<file path="config.mk">
export PLATFORM = sky130hd
export DESIGN_NAME = rarray_scan
export DESIGN_NICKNAME = d
export VERILOG_FILES = /design/src/rtl/rscan_pkg.sv /design/src/rtl/rscan_col_timer.sv /design/src/rtl/rscan_ctrl.sv /design/src/rtl/rscan_pins.sv /design/src/rtl/rarray_scan.sv
export SDC_FILE = /design/constraint.sdc
export NUM_CORES = 1
export LEC_CHECK = 0
export BUFFER_PORTS_ARGS = -buffer_cell sky130_fd_sc_hd__buf_4
export CAP_MARGIN = 20
export CORE_MARGIN = 1
export CORE_UTILIZATION = 64
export DETAILED_ROUTE_END_ITERATION = 6
export PLACE_DENSITY_LB_ADDON = 0.08
export SLEW_MARGIN = 15
export SYNTH_ARGS = -nofsm -noshare
export SYNTH_HDL_FRONTEND = slang
export SYNTH_HIERARCHICAL = 1
export SYNTH_SLANG_ARGS = --single-unit
</file>
<file path="constraint.sdc">
create_clock -name clk -period 5.72 [get_ports clk]
set_input_delay 1.144 -clock clk [delete_from_list [all_inputs] [get_ports clk]]
set_output_delay 1.144 -clock clk [all_outputs]
set_load 0.01 [all_outputs]
</file>
<file path="src/rtl/rscan_pkg.sv">
package rscan_pkg;

  typedef enum logic [1:0] {
    ST_IDLE   = 2'd0,
    ST_CHARGE = 2'd1,
    ST_DISCH  = 2'd2,
    ST_OUT    = 2'd3
  } scan_st_e;

  // width of an index into n items, never below one bit
  function automatic int idx_width(input int n);
    return (n > 1) ? $clog2(n) : 1;
  endfunction

endpackage

</file>
<file path="src/rtl/rscan_col_timer.sv">
module rscan_col_timer #(
  parameter int TW = 16
) (
  input  logic          clk,
  input  logic          rst_n,
  input  logic          clr,
  input  logic          en,
  input  logic          below,
  output logic [TW-1:0] cnt,
  output logic          hit
);

  always_ff @(posedge clk or negedge rst_n) begin
    if (!rst_n) begin
      cnt <= '0;
      hit <= 1'b0;
    end else if (clr) begin
      cnt <= '0;
      hit <= 1'b0;
    end else if (en && !hit) begin
      if (below) hit <= 1'b1;
      else       cnt <= cnt + 1'b1;
    end
  end

endmodule

</file>
<file path="src/rtl/rscan_ctrl.sv">
module rscan_ctrl
  import rscan_pkg::*;
#(
  parameter int NROWS         = 9,
  parameter int COLS          = 8,
  parameter int CHARGE_CYCLES = 64,
  parameter int TIMEOUT       = 60000,
  localparam int RW = idx_width(NROWS),
  localparam int CW = idx_width(COLS)
) (
  input  logic          clk,
  input  logic          rst_n,
  input  logic          start,
  input  logic          continuous,
  input  logic          all_hit,
  input  logic          beat_fire,
  output scan_st_e      state,
  output logic [RW-1:0] cur_row,
  output logic [CW-1:0] cur_col,
  output logic          tmr_clr,
  output logic          tmr_en,
  output logic          frame_done
);

  localparam int PMAX = (CHARGE_CYCLES > TIMEOUT) ? CHARGE_CYCLES : TIMEOUT;
  localparam int PW   = $clog2(PMAX + 1);
  localparam logic [PW-1:0] CHG_END  = PW'(CHARGE_CYCLES - 1);
  localparam logic [PW-1:0] TO_END   = PW'(TIMEOUT - 1);
  localparam logic [RW-1:0] ROW_LAST = RW'(NROWS - 1);
  localparam logic [CW-1:0] COL_LAST = CW'(COLS - 1);

  logic [PW-1:0] pcnt;

  always_ff @(posedge clk or negedge rst_n) begin
    if (!rst_n) begin
      state      <= ST_IDLE;
      cur_row    <= '0;
      cur_col    <= '0;
      pcnt       <= '0;
      frame_done <= 1'b0;
    end else begin
      frame_done <= 1'b0;
      unique case (state)
        ST_IDLE: begin
          if (start) begin
            state   <= ST_CHARGE;
            cur_row <= '0;
            pcnt    <= '0;
          end
        end
        ST_CHARGE: begin
          if (pcnt == CHG_END) begin
            state <= ST_DISCH;
            pcnt  <= '0;
          end else begin
            pcnt <= pcnt + 1'b1;
          end
        end
        ST_DISCH: begin
          if (all_hit || pcnt == TO_END) begin
            state   <= ST_OUT;
            cur_col <= '0;
            pcnt    <= '0;
          end else begin
            pcnt <= pcnt + 1'b1;
          end
        end
        ST_OUT: begin
          if (beat_fire) begin
            if (cur_col == COL_LAST) begin
              cur_col <= '0;
              if (cur_row == ROW_LAST) begin
                cur_row    <= '0;
                frame_done <= 1'b1;
                state      <= continuous ? ST_CHARGE : ST_IDLE;
              end else begin
                cur_row <= cur_row + 1'b1;
                state   <= ST_CHARGE;
              end
            end else begin
              cur_col <= cur_col + 1'b1;
            end
          end
        end
        default: state <= ST_IDLE;
      endcase
    end
  end

  assign tmr_clr = (state == ST_CHARGE);
  assign tmr_en  = (state == ST_DISCH);

endmodule

</file>
<file path="src/rtl/rscan_pins.sv">
module rscan_pins
  import rscan_pkg::*;
#(
  parameter int COLS  = 8,
  parameter int NROWS = 9,
  localparam int RW = idx_width(NROWS)
) (
  input  scan_st_e         state,
  input  logic [RW-1:0]    cur_row,
  output logic [COLS-1:0]  col_oe,
  output logic [NROWS-1:0] row_oe
);

  assign col_oe = {COLS{state == ST_CHARGE}};

  for (genvar r = 0; r < NROWS; r++) begin : g_row
    assign row_oe[r] = (state == ST_DISCH) && (cur_row == RW'(r));
  end

endmodule

</file>
<file path="src/rtl/rarray_scan.sv">
module rarray_scan
  import rscan_pkg::*;
#(
  parameter int ROWS          = 8,
  parameter int COLS          = 8,
  parameter int TW            = 16,
  parameter int HAS_REF       = 1,
  parameter int CHARGE_CYCLES = 64,
  parameter int TIMEOUT       = 60000,
  localparam int NROWS = ROWS + HAS_REF,
  localparam int RW    = idx_width(NROWS),
  localparam int CW    = idx_width(COLS)
) (
  input  logic             clk,
  input  logic             rst_n,
  input  logic             start,
  input  logic             continuous,
  input  logic [COLS-1:0]  col_in,
  output logic [COLS-1:0]  col_oe,
  output logic [NROWS-1:0] row_oe,
  output logic             m_valid,
  input  logic             m_ready,
  output logic [RW-1:0]    m_row,
  output logic [CW-1:0]    m_col,
  output logic [TW-1:0]    m_count,
  output logic             m_timeout,
  output logic             frame_done
);

  // a column that never crossed reports full scale
  function automatic logic [TW-1:0] pick_count(input logic [TW-1:0] c, input logic h);
    return h ? c : {TW{1'b1}};
  endfunction

  scan_st_e      state;
  logic [RW-1:0] cur_row;
  logic [CW-1:0] cur_col;
  logic          tmr_clr;
  logic          tmr_en;
  logic [COLS-1:0] hit;
  logic [TW-1:0]   cnt [COLS];

  // named internal events
  logic all_hit;
  logic beat_fire;
  logic charge_phase;
  logic disch_phase;

  assign all_hit      = &hit;
  assign m_valid      = (state == ST_OUT);
  assign beat_fire    = m_valid && m_ready;
  assign charge_phase = (state == ST_CHARGE);
  assign disch_phase  = (state == ST_DISCH);

  rscan_ctrl #(
    .NROWS(NROWS), .COLS(COLS), .CHARGE_CYCLES(CHARGE_CYCLES), .TIMEOUT(TIMEOUT)
  ) u_ctrl (
    .clk(clk), .rst_n(rst_n), .start(start), .continuous(continuous),
    .all_hit(all_hit), .beat_fire(beat_fire), .state(state),
    .cur_row(cur_row), .cur_col(cur_col), .tmr_clr(tmr_clr),
    .tmr_en(tmr_en), .frame_done(frame_done)
  );

  rscan_pins #(.COLS(COLS), .NROWS(NROWS)) u_pins (
    .state(state), .cur_row(cur_row), .col_oe(col_oe), .row_oe(row_oe)
  );

  for (genvar c = 0; c < COLS; c++) begin : g_tmr
    rscan_col_timer #(.TW(TW)) u_tmr (
      .clk(clk), .rst_n(rst_n), .clr(tmr_clr), .en(tmr_en),
      .below(!col_in[c]), .cnt(cnt[c]), .hit(hit[c])
    );
  end

  assign m_row     = cur_row;
  assign m_col     = cur_col;
  assign m_count   = pick_count(cnt[cur_col], hit[cur_col]);
  assign m_timeout = !hit[cur_col];

endmodule

</file>
# After elaboration in Yosys (flattened, before gate mapping)
# Cells that the tools add are included.
word_totals:
  ff_bits: 162
  in_bits: 13
  output_inout_bits: 43
  word_cells: 211
op_classes:
  addsub: 11
  n_lt_le_gt_ge: 2
  n_eq_ne: 27
  mux: 79
  n_bitwise: 1
  n_reduce_logical: 70
ops:
  columns: ["cell", "n"]
  rows:
  - ["$mux W16", 30]
  - ["$add A16 B1 Y16 const B", 9]
  - ["$bmux W16 S3", 1]
  - ["$pmux W16 S3", 1]
  - ["$reduce_bool A2 Y1", 18]
  - ["$reduce_and A2 Y1", 17]
  - ["$mux W1", 30]
  - ["$ne A2 B1 Y1 const B", 11]
  - ["$logic_and A1 B1 Y1", 18]
  - ["$eq A16 B16 Y1 const B", 1]
  - ["$eq A16 B6 Y1 const B", 1]
  - ["$eq A4 B3 Y1 const B", 4]
  - ["$mux W4", 4]
  - ["$mux W2", 6]
  - ["$logic_not A1 Y1", 9]
  - ["$mux W3", 3]
  - ["$eq A4 B2 Y1 const B", 2]
  - ["$pmux W2 S4", 1]
  - ["$pmux W4 S2", 1]
  - ["$reduce_and A8 Y1", 1]
  - ["$pmux W3 S2", 1]
  - ["$reduce_and A5 Y1", 1]
  - ["$add A4 B1 Y4 const B", 1]
  - ["$eq A2 B2 Y1 const B", 2]
  - ["other kinds (16)", 17]

# Depth between registers and ports, before layout
# Gate-level depths: netlist of run 1.
logic_depth:
  word_depth: 5
  ltp_mapped: 8
  depth_no_buf: 7

# By module
# The synthesis of run 1 kept the hierarchy.
by_module_without_submodules:
  columns: ["module", "n_inst", "cells_per_inst", "area_each_um2"]
  rows:
  - ["rscan_col_timer", 8, 87, 878.3]
  - ["rscan_ctrl", 1, 163, 1527.7]
  - ["rarray_scan", 1, 92, 1133.6]
  - ["rscan_pins", 1, 22, 153.9]

# Worst setup path after synthesis of run 1
# Ideal clock, no wire load.
synth_path:
  path_kind: "register to output"
  startpoint: "register u_ctrl.cur_col[1]"
  endpoint: "output m_count[10]"
  arrival_ns: 1.681
  required_ns: 4.576
  slack_ns: 2.895
  stages_incl_launch_ff: 6
  path_cell_list: "dfrtp_1 buf_2 buf_2 mux4_2 mux2i_1 nand2_1"
synth_between:
  elab_chain_len: 5
synth_lines:
  columns: ["element", "line_no", "text"]
  rows:
  - ["start, declared", "rscan_ctrl.sv:19", "output logic [CW-1:0] cur_col,"]
  - ["start signal, assigned", "rscan_ctrl.sv:81", "cur_col <= cur_col + 1'b1;"]
  - ["$not A3 Y4 (implied by the code)", "rarray_scan.sv:77", "assign m_count = pick_count(cnt[cur_col], hit[cur_col]);"]
  - ["$bmux W16 S3", "rarray_scan.sv:77", null]
  - ["$mux W16 (implied by the code) (2 in a row)", "rarray_scan.sv:77", null]
  - ["$mux W16 (*)", "rarray_scan.sv:32", "return h ? c : {TW{1'b1}};"]
  - ["end, declared", "rarray_scan.sv:25", "output logic [TW-1:0] m_count,"]
# Mark *: on every way between the ends. The rest lies on a longest branch, timed or not. The select of a mux whose other input is x is not followed.

# Worst setup path after layout of run 1
layout_path:
  startpoint: "register u_ctrl.cur_col[0]"
  endpoint: "output m_count[9]"
# Same word-level chain as after synthesis.

==> results.tsv, run 1 <==
stage	metric	value	unit
power_and_ir_drop	power.internal	1.82	mW
place	dpl_cell_area	10300	um2
routing	drc_errors	0	
sta	period_needed	3.54	ns
final_layout	regArea	4060	um2
setup_path	start_kind	flip-flop	
sta	rsz0062_at_grt	false	
setup_path	path_max_fanout	17	
global_route	overflow	0	
power_and_ir_drop	peakVddDrop	0.211	mV
global_route	grt_pass1_vias	7386	
place	globalplace.congestion	0.940	
yosys	yosys.area.top_type	dfrtp_1	
final_layout	stdcell_area	11000	um2
cts	htreeDepth	4	
die	start_util	66.7	%
final_layout	utilization	74.4	%
sta	tightestPinTransition	0.813	ns
setup_path	crit_required	4.58	ns
final_layout	multi_input_area	5460	um2
cts	clock_path_buffers	2	
place	numPortBuffers	55	
routing	firstDrtPassIters	7	
routing	via_per_inst	6.45	
sta	tns	0	ns
setup_path	critPathBufInv	2	
global_route	grt_max_degree	87	
power_and_ir_drop	switching_share	21.2	%
setup_path	end_kind	output port	
yosys	ys_warn_count	6	
sta	slew_violations	0	
final_layout	final_cells	1214	
sta	timing.fmax	0.282	GHz
yosys	netlist_top_cells_count	162 x dfrtp_1, 146 x nor2_1, 57 x nand4_1	
routing	vias	7831	
cts	clk_latency	0.43	ns
global_route	antenna_found_initial	2	
cts	postCtsHoldBufs	0	
cts	cts_setup_buffers	0	
routing	drtAntennaViolNets	0	
cts	post_cts_resized	0	
status	status	finished clean	
yosys	synth_seq_cells	162	
global_route	grt_pass1_wl	39800	um
yosys	synth_ff_type	dfrtp_1	
min_path	hold_path_class	reg2reg	
cts	cts_made_buffers	17	
sta	fin_worst_skew	0.00911	ns
cts	path_clk_slew	0.06	ns
cts	cts.sinks	162	
yosys	synth_top_area_share	41.2	%
final_layout	drive_above_1_share	18.0	%
power_and_ir_drop	p_total	2.31	mW
yosys	yosysMostFrequentCell	dfrtp_1	
power_and_ir_drop	p_sw	0.489	mW
global_route	grtUsageTotal	33.0	%
power_and_ir_drop	combPwrFrac	1.5	%
yosys	syn_nets	1003	
routing	wl_per_cell	20.5	um
setup_path	criticalPathCategory	reg2out	
sta	slew_headroom	45.8	%
die	core_area	14800	um2
yosys	synth_area_leaders	dfrtp_1 41%, mux4_2 7.8%, nor2_1 5.6%	
yosys	yosysSeqAreaShare	41.2	%
cts	clock-root-buffer	clkbuf_16	
cts	cts_tree	built	
yosys	syn-instance-count	973	
final_layout	syn_to_final_growth	11.6	%
routing	drt_iter0_drc	918	
setup_path	worstPathArrival	2.40	ns
die	row_count	44	
flow_run	drv_cap	0	
yosys	syn_area	9840	um2
setup_path	critical_path.cell_chain	buf_16, mux4_2, mux2_4, nand2_1, buf_4	
power_and_ir_drop	pwr-share-seq	49.6	%
yosys	synthDistinctLibCells	55	
sta	post-route-period-util	61.9	%
setup_path	slowest_stage	dfrtp_1	
setup_path	crit_path_max_incr_delay	0.64	ns
yosys	synth-edff-count	0	
die	die_w	126	um
final_layout	nets	1046	
place	dp.cells	1178	
die	boundaryPins	56	
sta	finalHoldViolations	0	
final_layout	fill_cells	1020	
power_and_ir_drop	p_leak	4.22	nW
setup_path	cp_top_family	multiplexers	
yosys	synth.avg_cell_area	10.1	um2
routing	wl	24800	um
sta	setup_viol	0	
yosys	async_reset_ff_share	100	%
die	die_h	126	um
power_and_ir_drop	powerDensity	210	nW/um2
power_and_ir_drop	p_clk_share	48.9	%
die	die_area	15900	um2
place	dp_hpwl	17600	um
==> metrics by stage <==
stage | hold slack (ns) | setup slack (ns)
2_1_floorplan | 0.497 | 2.89
3_3_place_gp | 0.519 | 2.38
3_5_place_dp | 0.533 | 2.32
4_1_cts | 0.547 | 1.84
5_1_grt | 0.568 | 2.08
6_report | 0.552 | 2.18
==> state kept, by name (all words and copies together) (netlist names) <==
| register | flops |
|---|---|
| g_tmr.u_tmr/cnt | 128 |
| u_ctrl/pcnt | 16 |
| g_tmr.u_tmr/hit | 8 |
| u_ctrl/cur_row | 4 |
| u_ctrl/cur_col | 3 |
| u_ctrl/state | 2 |
| u_ctrl/frame_done | 1 |
==> layer usage <==
| layer | wire length (um) | global-route usage (%) | vias up |
|---|---|---|---|
| met5 | 13 | 0 | - |
| met4 | 704 | 12.8 | 2 |
| met3 | 2460 | 9.26 | 62 |
| met2 | 11400 | 50.7 | 380 |
| met1 | 10300 | 44.7 | 3768 |
| li1 | - | - | 3619 |
==> cells in the final DEF (no fill, tap or decap), types with 3 or more instances in the layout <==
master | netlist | final
a211o_2 | 8 | 8
a21oi_1 | 38 | 38
a22o_1 | 3 | 3
a31o_2 | 16 | 16
and2_1 | 18 | 18
and3_1 | 19 | 19
buf_4 | 7 | 61
clkbuf_16 | 0 | 17
clkinvlp_4 | 0 | 4
dfrtp_1 | 162 | 161
ha_1 | 17 | 16
inv_1 | 34 | 34
inv_6 | 0 | 3
mux2_1 | 10 | 10
mux2_2 | 9 | 9
mux2i_1 | 25 | 25
mux4_2 | 34 | 34
nand2_1 | 49 | 49
nand2b_1 | 10 | 10
nand3_1 | 46 | 46
nand4_1 | 57 | 57
nand4bb_1 | 9 | 9
nor2_1 | 146 | 146
nor2b_1 | 21 | 21
nor3_1 | 23 | 23
nor3b_4 | 8 | 8
nor4_1 | 18 | 18
o211a_4 | 8 | 8
o211ai_1 | 9 | 9
o21ai_0 | 10 | 10
o22ai_1 | 3 | 3
or4_1 | 8 | 8
xnor2_1 | 43 | 43
xor2_1 | 50 | 50
==> cell type report <==
cell class	count	share of cell area [%]
Clock inverter	11	1.15
Multi-Input combinational cell	736	49.7
Antenna cell	1	0.0228
Tap cell	184	2.10
Timing Repair Buffer	64	4.71
Sequential cell	162	36.9
Clock buffer	21	4.19
Inverter	35	1.20
==> power groups by stage <==
stage          combinational (mW)  sequential [mW]  clock (mW)
4_1_cts                    0.0369             1.15        1.15
3_3_place_gp               0.0363             1.17           0
6_report                   0.0354             1.15        1.13
2_1_floorplan             0.00441             1.17           0
3_5_place_dp               0.0367             1.17           0
5_1_grt                    0.0410             1.14        1.19
==> worst reg2reg max path: stages (launching register included) <==
cell,delay [ns]
dfrtp_1,0.49
inv_1,0.17
ha_4,0.35
buf_4,0.69
o211a_4,0.37
nand4_1,0.13
mux2_1,0.35
==> logic make-up after synthesis <==
logic type	Yosys count	synth area share (%)
muxes	79	12.6
and+or+nand+nor	443	24.3
DFF	162	41.2
adders and majority gates	17	2.16
xor gates and xnor gates	93	8.28
AOI/OAI and AO/OA	104	7.97
buffers and inverters	75	3.48
==> path summary, 6_finish.rpt <==
path,start,end,slack (ns),cells past startpoint
setup / recovery,u_ctrl/cur_col[0]$_DFFE_PN0P_,m_count[9],2.18,5
hold / removal,u_ctrl/pcnt[0]$_DFFE_PN0P_,u_ctrl/pcnt[0]$_DFFE_PN0P_,0.55,1
setup reg to reg,u_ctrl/state[1]$_DFFE_PN0P_,g_tmr[3].u_tmr/cnt[11]$_DFFE_PN0P_,3.05,6
hold reg to reg,u_ctrl/pcnt[0]$_DFFE_PN0P_,u_ctrl/pcnt[0]$_DFFE_PN0P_,0.55,1
max in group asynchronous,rst_n,u_ctrl/frame_done$_DFF_PN0_,3.94,2
min in group asynchronous,rst_n,g_tmr[2].u_tmr/cnt[6]$_DFFE_PN0P_,0.75,1
(Power assumes the default switching activity.)
==> run 2: changes to the inputs <==
--- a/config.mk
+++ b/config.mk
@@ -8,7 +8,7 @@
 export BUFFER_PORTS_ARGS = -buffer_cell sky130_fd_sc_hd__buf_4
 export CAP_MARGIN = 20
 export CORE_MARGIN = 1
-export CORE_UTILIZATION = 64
+export CORE_UTILIZATION = 56
 export DETAILED_ROUTE_END_ITERATION = 6
 export PLACE_DENSITY_LB_ADDON = 0.08
 export SLEW_MARGIN = 15
==> constraint.sdc (replaced) <==
create_clock -name clk -period 2.9 [get_ports clk]
set_input_delay 0.58 -clock clk [delete_from_list [all_inputs] [get_ports clk]]
set_output_delay 0.58 -clock clk [all_outputs]
set_load 0.01 [all_outputs]
==> run 2 against run 1 <==
Register-to-register slack worse by 2.4 ns. Design area is 1.9% higher. Hold slack worse by 0.46 ns. Combinational power is 110% higher. Critical path depth stayed put. Largest power group is now the clock network. Highest routed layer is now met4.
==> results.tsv, run 2 (synthesis results as in run 1) <==
stage	metric	value	unit	change
setup_path	crit_required	2.32	ns	-2.26 ns
die	start_util	57.1	%	-9.6 points
setup_path	r2r-start	u_ctrl/pcnt[0]$_DFFE_PN0P_		
sta	tns	0	ns	unchanged
place	globalplace.congestion	0.913		-2.9%
sta	post-route-period-util	95.7	%	
final_layout	antenna_cells	0		-1
routing	via_per_inst	6.11		-5.3%
die	die_area	18100	um2	+14%
setup_path	path_max_fanout	16		-1
setup_path	start_kind	flip-flop		
flow_run	drv_cap	0		unchanged
die	core_area	17200	um2	+17%
place	dp_hpwl	17600	um	about the same
cts	cts_setup_buffers	0		unchanged
final_layout	final_cell_mix	161 x dfrtp_1, 146 x nor2_1, 71 x buf_4		
global_route	grtUsageTotal	28.7	%	-4.3 points
setup_path	regToRegSetupSlack	0.69	ns	-2.36 ns
final_layout	utilization	64.9	%	-9.5 points
sta	whs	0.0893	ns	-0.463 ns
place	dpl_worst_slack	0.615	ns	-1.70 ns
sta	setup_viol	0		unchanged
place	numPortBuffers	55		unchanged
place	dpl_cell_area	10600	um2	+2.3%
setup_path	critPathCapture	m_count[1]		
final_layout	largest_reg_flops	128		unchanged
cts	path_clk_slew	0.07	ns	about the same
setup_path	slowest_stage	mux4_2		
die	boundaryPins	56		unchanged
final_layout	final_cells	1267		+4.4%
routing	vias	7739		-1.2%
place	dp.cells	1235		+4.8%
setup_path	worstReg2RegEnd	u_ctrl/state[0]$_DFFE_PN0P_		
power_and_ir_drop	peakVddDrop	0.436	mV	+110%
setup_path	criticalPathCategory	reg2out		
global_route	grt_pass1_wl	39500	um	-0.95%
cts	cts_tree	built		
final_layout	largest_register	g_tmr.u_tmr/cnt		
cts	clock-root-buffer	clkbuf_16		
die	die_w	135	um	+6.8%
sta	finalWorstSetupSlack	0.123	ns	-2.05 ns
min_path	hold_path_class	in2async		
sta	finalHoldViolations	0		unchanged
routing	drt_iter0_drc	733		-20%
setup_path	worstPathArrival	2.20	ns	-0.20 ns
setup_path	cp-startpoint	u_ctrl/cur_col[1]$_DFFE_PN0P_		
setup_path	end_kind	output port		
global_route	antenna_found_initial	0		-2
sta	slew_violations	0		unchanged
setup_path	r2r_cells	6		unchanged
sta	period_needed	2.78	ns	
global_route	grt_max_degree	67		-23%
routing	drtAntennaViolNets	0		unchanged
sta	rsz0062_at_grt	false		
die	row_count	48		+9.1%
final_layout	top_regs	g_tmr.u_tmr/cnt (128), u_ctrl/pcnt (16), g_tmr.u_tmr/hit (8)		
routing	wl_per_cell	19.4	um	-5.1%
cts	cts.sinks	162		unchanged
final_layout	layout_commonest_cell	dfrtp_1		
final_layout	stdcell_area	11200	um2	+1.9%
status	status	finished clean		
sta	tightestPinTransition	0.742	ns	-0.0709 ns
final_layout	nets	1059		+1.2%
setup_path	crit_path_max_incr_delay	0.52	ns	-0.12 ns
sta	slew_headroom	50.5	%	+4.7 points
routing	wl	24600	um	-0.95%
cts	cts_made_buffers	17		unchanged
power_and_ir_drop	powerDensity	422	nW/um2	+100%
die	die_h	135	um	+6.8%
final_layout	drive_above_1_share	19.2	%	+1.2 points
cts	post_cts_resized	0		unchanged
setup_path	critical_path.cell_chain	buf_12, mux4_2, mux2i_1, nand2_1, buf_4		
cts	clk_latency	0.44	ns	about the same
final_layout	syn_to_final_growth	13.7	%	
cts	postCtsHoldBufs	0		unchanged
global_route	grt_pass1_vias	7194		-2.6%
sta	timing.fmax	0.360	GHz	
routing	firstDrtPassIters	5		-2
routing	drc_errors	0		unchanged
cts	clock_path_buffers	2		unchanged
sta	fin_worst_skew	0.00857	ns	-0.000533 ns
cts	htreeDepth	4		unchanged
power_and_ir_drop	p_leak	4.31	nW	+2.2%
global_route	overflow	0		unchanged
power_and_ir_drop	p_total	4.72	mW	+100%
-- run 2: area by class of cell --
| cell class | count | area (um2) |
|---|---|---|
| well taps | 225 | 282 |
| repair buffers | 77 | 644 |
| clock inverters | 13 | 171 |
| clock buffers | 19 | 453 |
| fillers | 1457 | 6040 |
| multi-input cells | 736 | 5460 |
| flip-flops and latches | 162 | 4060 |
| inverters | 35 | 131 |
-- run 2: critical path, delay by kind of cell (launching register included) --
family	cells	cell delay, ns
multiplexers	2	0.80
buffers and inverters	2	0.36
flip-flops	1	0.50
AND/OR/NAND/NOR	1	0.10
-- run 2: power breakdown --
group          leakage [nW]  internal (mW)  switching (mW)
combinational          1.77         0.0178          0.0559
clock                 0.301           1.41           0.976
sequential             2.24           2.26               0
-- run 2: metal layers --
metal	track usage (%)	wire (um)	share of wire (%)
met5	0	0	0
met3	6.83	1600	6.5
met4	8.99	399	1.6
met2	43.5	11300	46
met1	40.9	11300	46
-- run 2: worst min-delay path by stage --
stage | endpoint | slack (ns) | depth (start not counted)
after floorplan | g_tmr[0].u_tmr/cnt[0]$_DFFE_PN0P_ | 0.28 | 0
after global placement | u_ctrl/pcnt[1]$_DFFE_PN0P_ | 0.52 | 2
after detailed placement | u_ctrl/pcnt[0]$_DFFE_PN0P_ | 0.53 | 1
after CTS | g_tmr[0].u_tmr/cnt[3]$_DFFE_PN0P_ | 0.11 | 1
after global routing | g_tmr[0].u_tmr/cnt[10]$_DFFE_PN0P_ | 0.13 | 1
final | g_tmr[0].u_tmr/cnt[2]$_DFFE_PN0P_ | 0.09 | 1
==> run 3: changes to the inputs <==
--- a/config.mk
+++ b/config.mk
@@ -5,11 +5,13 @@
 export SDC_FILE = /design/constraint.sdc
 export NUM_CORES = 1
 export LEC_CHECK = 0
+export ABC_AREA = 1
 export BUFFER_PORTS_ARGS = -buffer_cell sky130_fd_sc_hd__buf_4
 export CAP_MARGIN = 20
 export CORE_MARGIN = 1
-export CORE_UTILIZATION = 56
+export CORE_UTILIZATION = 64
 export DETAILED_ROUTE_END_ITERATION = 6
+export GPL_ROUTABILITY_DRIVEN = 0
 export PLACE_DENSITY_LB_ADDON = 0.08
 export SLEW_MARGIN = 15
 export SYNTH_ARGS = -nofsm -noshare
==> constraint.sdc (replaced) <==
create_clock -name clk -period 3.3 [get_ports clk]
set_input_delay 0.66 -clock clk [delete_from_list [all_inputs] [get_ports clk]]
set_output_delay 0.66 -clock clk [all_outputs]
set_load 0.01 [all_outputs]
==> run 3 against run 2 <==
The run now ends with design-rule violations left. Clock skew grew 0.0031 ns. Synthesized cell count increased by 80%. Final cell count rose by 61%. Count of clock-buffer cells in the layout up 3. Largest cell class unchanged. Largest power group is now combinational cells. Highest routed layer unchanged.
==> results.tsv, run 3 <==
stage	metric	value	unit	change
final_layout	syn_to_final_growth	8.88	%	
yosys	yosys.area.top_type	dfrtp_1		
power_and_ir_drop	power.internal	4.38	mW	+19%
power_and_ir_drop	p_leak	6.06	nW	+41%
die	die_h	137	um	+1.8%
setup_path	start_kind	flip-flop		
global_route	grtUsageTotal	33.1	%	+4.4 points
sta	timing.fmax	0.338	GHz	
cts	postCtsHoldBufs	0		unchanged
cts	clk_latency	0.43	ns	about the same
sta	whs	0.238	ns	+0.149 ns
power_and_ir_drop	pwr-share-seq	31.8	%	-16 points
sta	tns	0	ns	unchanged
final_layout	largest_register	g_tmr.u_tmr/cnt		
cts	cts_tree	built		
power_and_ir_drop	p_clk_share	24.5	%	-26 points
power_and_ir_drop	powerDensity	623	nW/um2	+48%
routing	vias	11200		+45%
global_route	antenna_found_initial	0		unchanged
routing	drtAntennaViolNets	0		unchanged
global_route	overflow	0		unchanged
routing	wl_per_cell	14.5	um	-25%
routing	firstDrtPassIters	7		+2
yosys	synth_ff_type	dfrtp_1		
cts	cts_setup_buffers	0		unchanged
power_and_ir_drop	p_sw	3.53	mW	+240%
setup_path	crit_required	2.64	ns	+0.32 ns
setup_path	path_max_fanout	43		+27
cts	cts.sinks	162		unchanged
min_path	hold_path_class	in2async		
die	die_w	137	um	+1.8%
power_and_ir_drop	peakVddDrop	0.748	mV	+72%
final_layout	stdcell_area	12700	um2	+14%
cts	post_cts_resized	0		unchanged
final_layout	top_regs	g_tmr.u_tmr/cnt (128), u_ctrl/pcnt (16), g_tmr.u_tmr/hit (8)		
yosys	synth-edff-count	0		unchanged
final_layout	utilization	71.0	%	+6.0 points
global_route	grt_max_degree	73		+9.0%
setup_path	regToRegSetupSlack	0.89	ns	+0.20 ns
die	die_area	18800	um2	+3.7%
sta	slew_headroom	53.3	%	+2.8 points
cts	path_clk_slew	0.07	ns	about the same
die	row_count	49		+2.1%
sta	post-route-period-util	89.8	%	
yosys	syn_nets	1780		+77%
sta	finalHoldViolations	0		unchanged
final_layout	antenna_cells	0		unchanged
sta	rsz0062_at_grt	false		
routing	drc_errors	1		+1
cts	cts_made_buffers	17		unchanged
final_layout	nets	1823		+72%
place	numPortBuffers	55		unchanged
final_layout	largest_reg_flops	128		unchanged
yosys	synth_seq_cells	162		unchanged
sta	period_needed	2.96	ns	
final_layout	drive_above_1_share	12.7	%	-6.5 points
power_and_ir_drop	p_total	7.91	mW	+68%
final_layout	layout_commonest_cell	nand2_1		
yosys	syn-instance-count	1750		+80%
final_layout	final_cell_mix	556 x nand2_1, 285 x nor2_1, 173 x inv_1		
cts	htreeDepth	4		unchanged
global_route	grt_pass1_vias	10200		+41%
status	violations	design-rule violations		
yosys	synth_top_area_share	34.7	%	-6.5 points
place	dp_hpwl	21500	um	+22%
cts	clock_path_buffers	2		unchanged
die	boundaryPins	56		unchanged
routing	drt_iter0_drc	1155		+58%
setup_path	worstPathArrival	2.30	ns	+0.10 ns
cts	clock-root-buffer	clkbuf_16		
yosys	synth_area_leaders	dfrtp_1 35%, nand2_1 18%, nor2_1 9.2%		
yosys	yosysMostFrequentCell	nand2_1		
flow_run	drv_cap	0		unchanged
yosys	syn_area	11700	um2	+19%
die	core_area	17900	um2	+3.9%
sta	tightestPinTransition	0.701	ns	-0.0415 ns
sta	slew_violations	0		unchanged
yosys	synthDistinctLibCells	35		-36%
die	start_util	65.2	%	+8.1 points
power_and_ir_drop	switching_share	44.6	%	+23 points
yosys	netlist_top_cells_count	556 x nand2_1, 285 x nor2_1, 173 x inv_1		
setup_path	end_kind	output port		
global_route	grt_pass1_wl	48600	um	+23%
sta	setup_viol	0		unchanged
place	dpl_cell_area	12100	um2	+15%
setup_path	criticalPathCategory	reg2out		
yosys	yosysSeqAreaShare	34.7	%	-6.5 points
status	status	finished, violations left		
routing	via_per_inst	5.52		-9.7%
yosys	synth.avg_cell_area	6.67	um2	-34%
routing	wl	29600	um	+20%
power_and_ir_drop	combPwrFrac	43.6	%	+42 points
sta	fin_worst_skew	0.0117	ns	+0.00311 ns
yosys	ys_warn_count	6		unchanged
yosys	async_reset_ff_share	100	%	unchanged
## run 3: cells by family after synthesis
logic type	Yosys count	synth area share, %
AO/OA/AOI/OAI	115	5.19
buffers and inverters	230	8.93
flip-flops	162	34.7
AND/OR/NAND/NOR	1210	48.1
adder cells (fa/ha/maj)	17	1.82
XOR/XNOR	16	1.20
## run 3: layer usage
metal  global-route usage [%]  vias to the layer above  wire [um]
met5                        0                        -          0
met4                     14.0                        0        895
met3                     6.41                       74       1970
met2                     53.6                      403      13900
met1                     43.2                     5198      12800
li1                         -                     5550          -
## run 3: path summary, 6_finish.rpt
path                                                         start                                  to  cells after the start
max in group asynchronous                                    rst_n   g_tmr[4].u_tmr/cnt[3]$_DFFE_PN0P_                      2
min in group clk                                         col_in[6]      g_tmr[6].u_tmr/hit$_DFFE_PN0P_                      4
worst min register to register  g_tmr[6].u_tmr/cnt[15]$_DFFE_PN0P_  g_tmr[6].u_tmr/cnt[15]$_DFFE_PN0P_                      2
worst min-delay path                                         rst_n  g_tmr[3].u_tmr/cnt[13]$_DFFE_PN0P_                      1
worst max register to register         u_ctrl/state[0]$_DFFE_PN0P_  g_tmr[4].u_tmr/cnt[11]$_DFFE_PN0P_                      9
worst max-delay path                 u_ctrl/cur_col[0]$_DFFE_PN0P_                          m_count[0]                      9
## run 3: area by class of cell
cell class	instances	area [um2]
clock inverters	10	98.8
flip-flops and latches	162	4060
repair buffers	66	512
inverters	188	706
multi-input cells	1358	6570
well taps	229	287
fillers	1508	5200
clock buffers	22	474
## run 3: critical path: stages (launching register included)
cell and delay (ns):
dfrtp_2 0.41, inv_2 0.49, buf_4 0.39, nand2_1 0.09, nand3_1 0.07, nand2_1 0.05
nand2_1 0.06, nand2_1 0.07, nand2_1 0.08, buf_4 0.13
## run 3: metrics by stage
step / setup slack [ns] / std cells
after floorplan: 1.19 / 1750
after global placement: 0.879 / 2003
after detailed placement: 0.814 / 2003
after CTS: 0.359 / 2035
after global routing: 0.168 / 2035
final: 0.337 / 2035
## run 3: power by group through the flow
stage	clock network (mW)	registers, mW	logic [mW]
finish	1.94	2.52	3.45
global route	2.05	2.55	3.85
CTS	1.97	2.51	3.43
detailed placement	0	2.55	3.41
global placement	0	2.54	3.33
floorplan	0	2.44	2.71
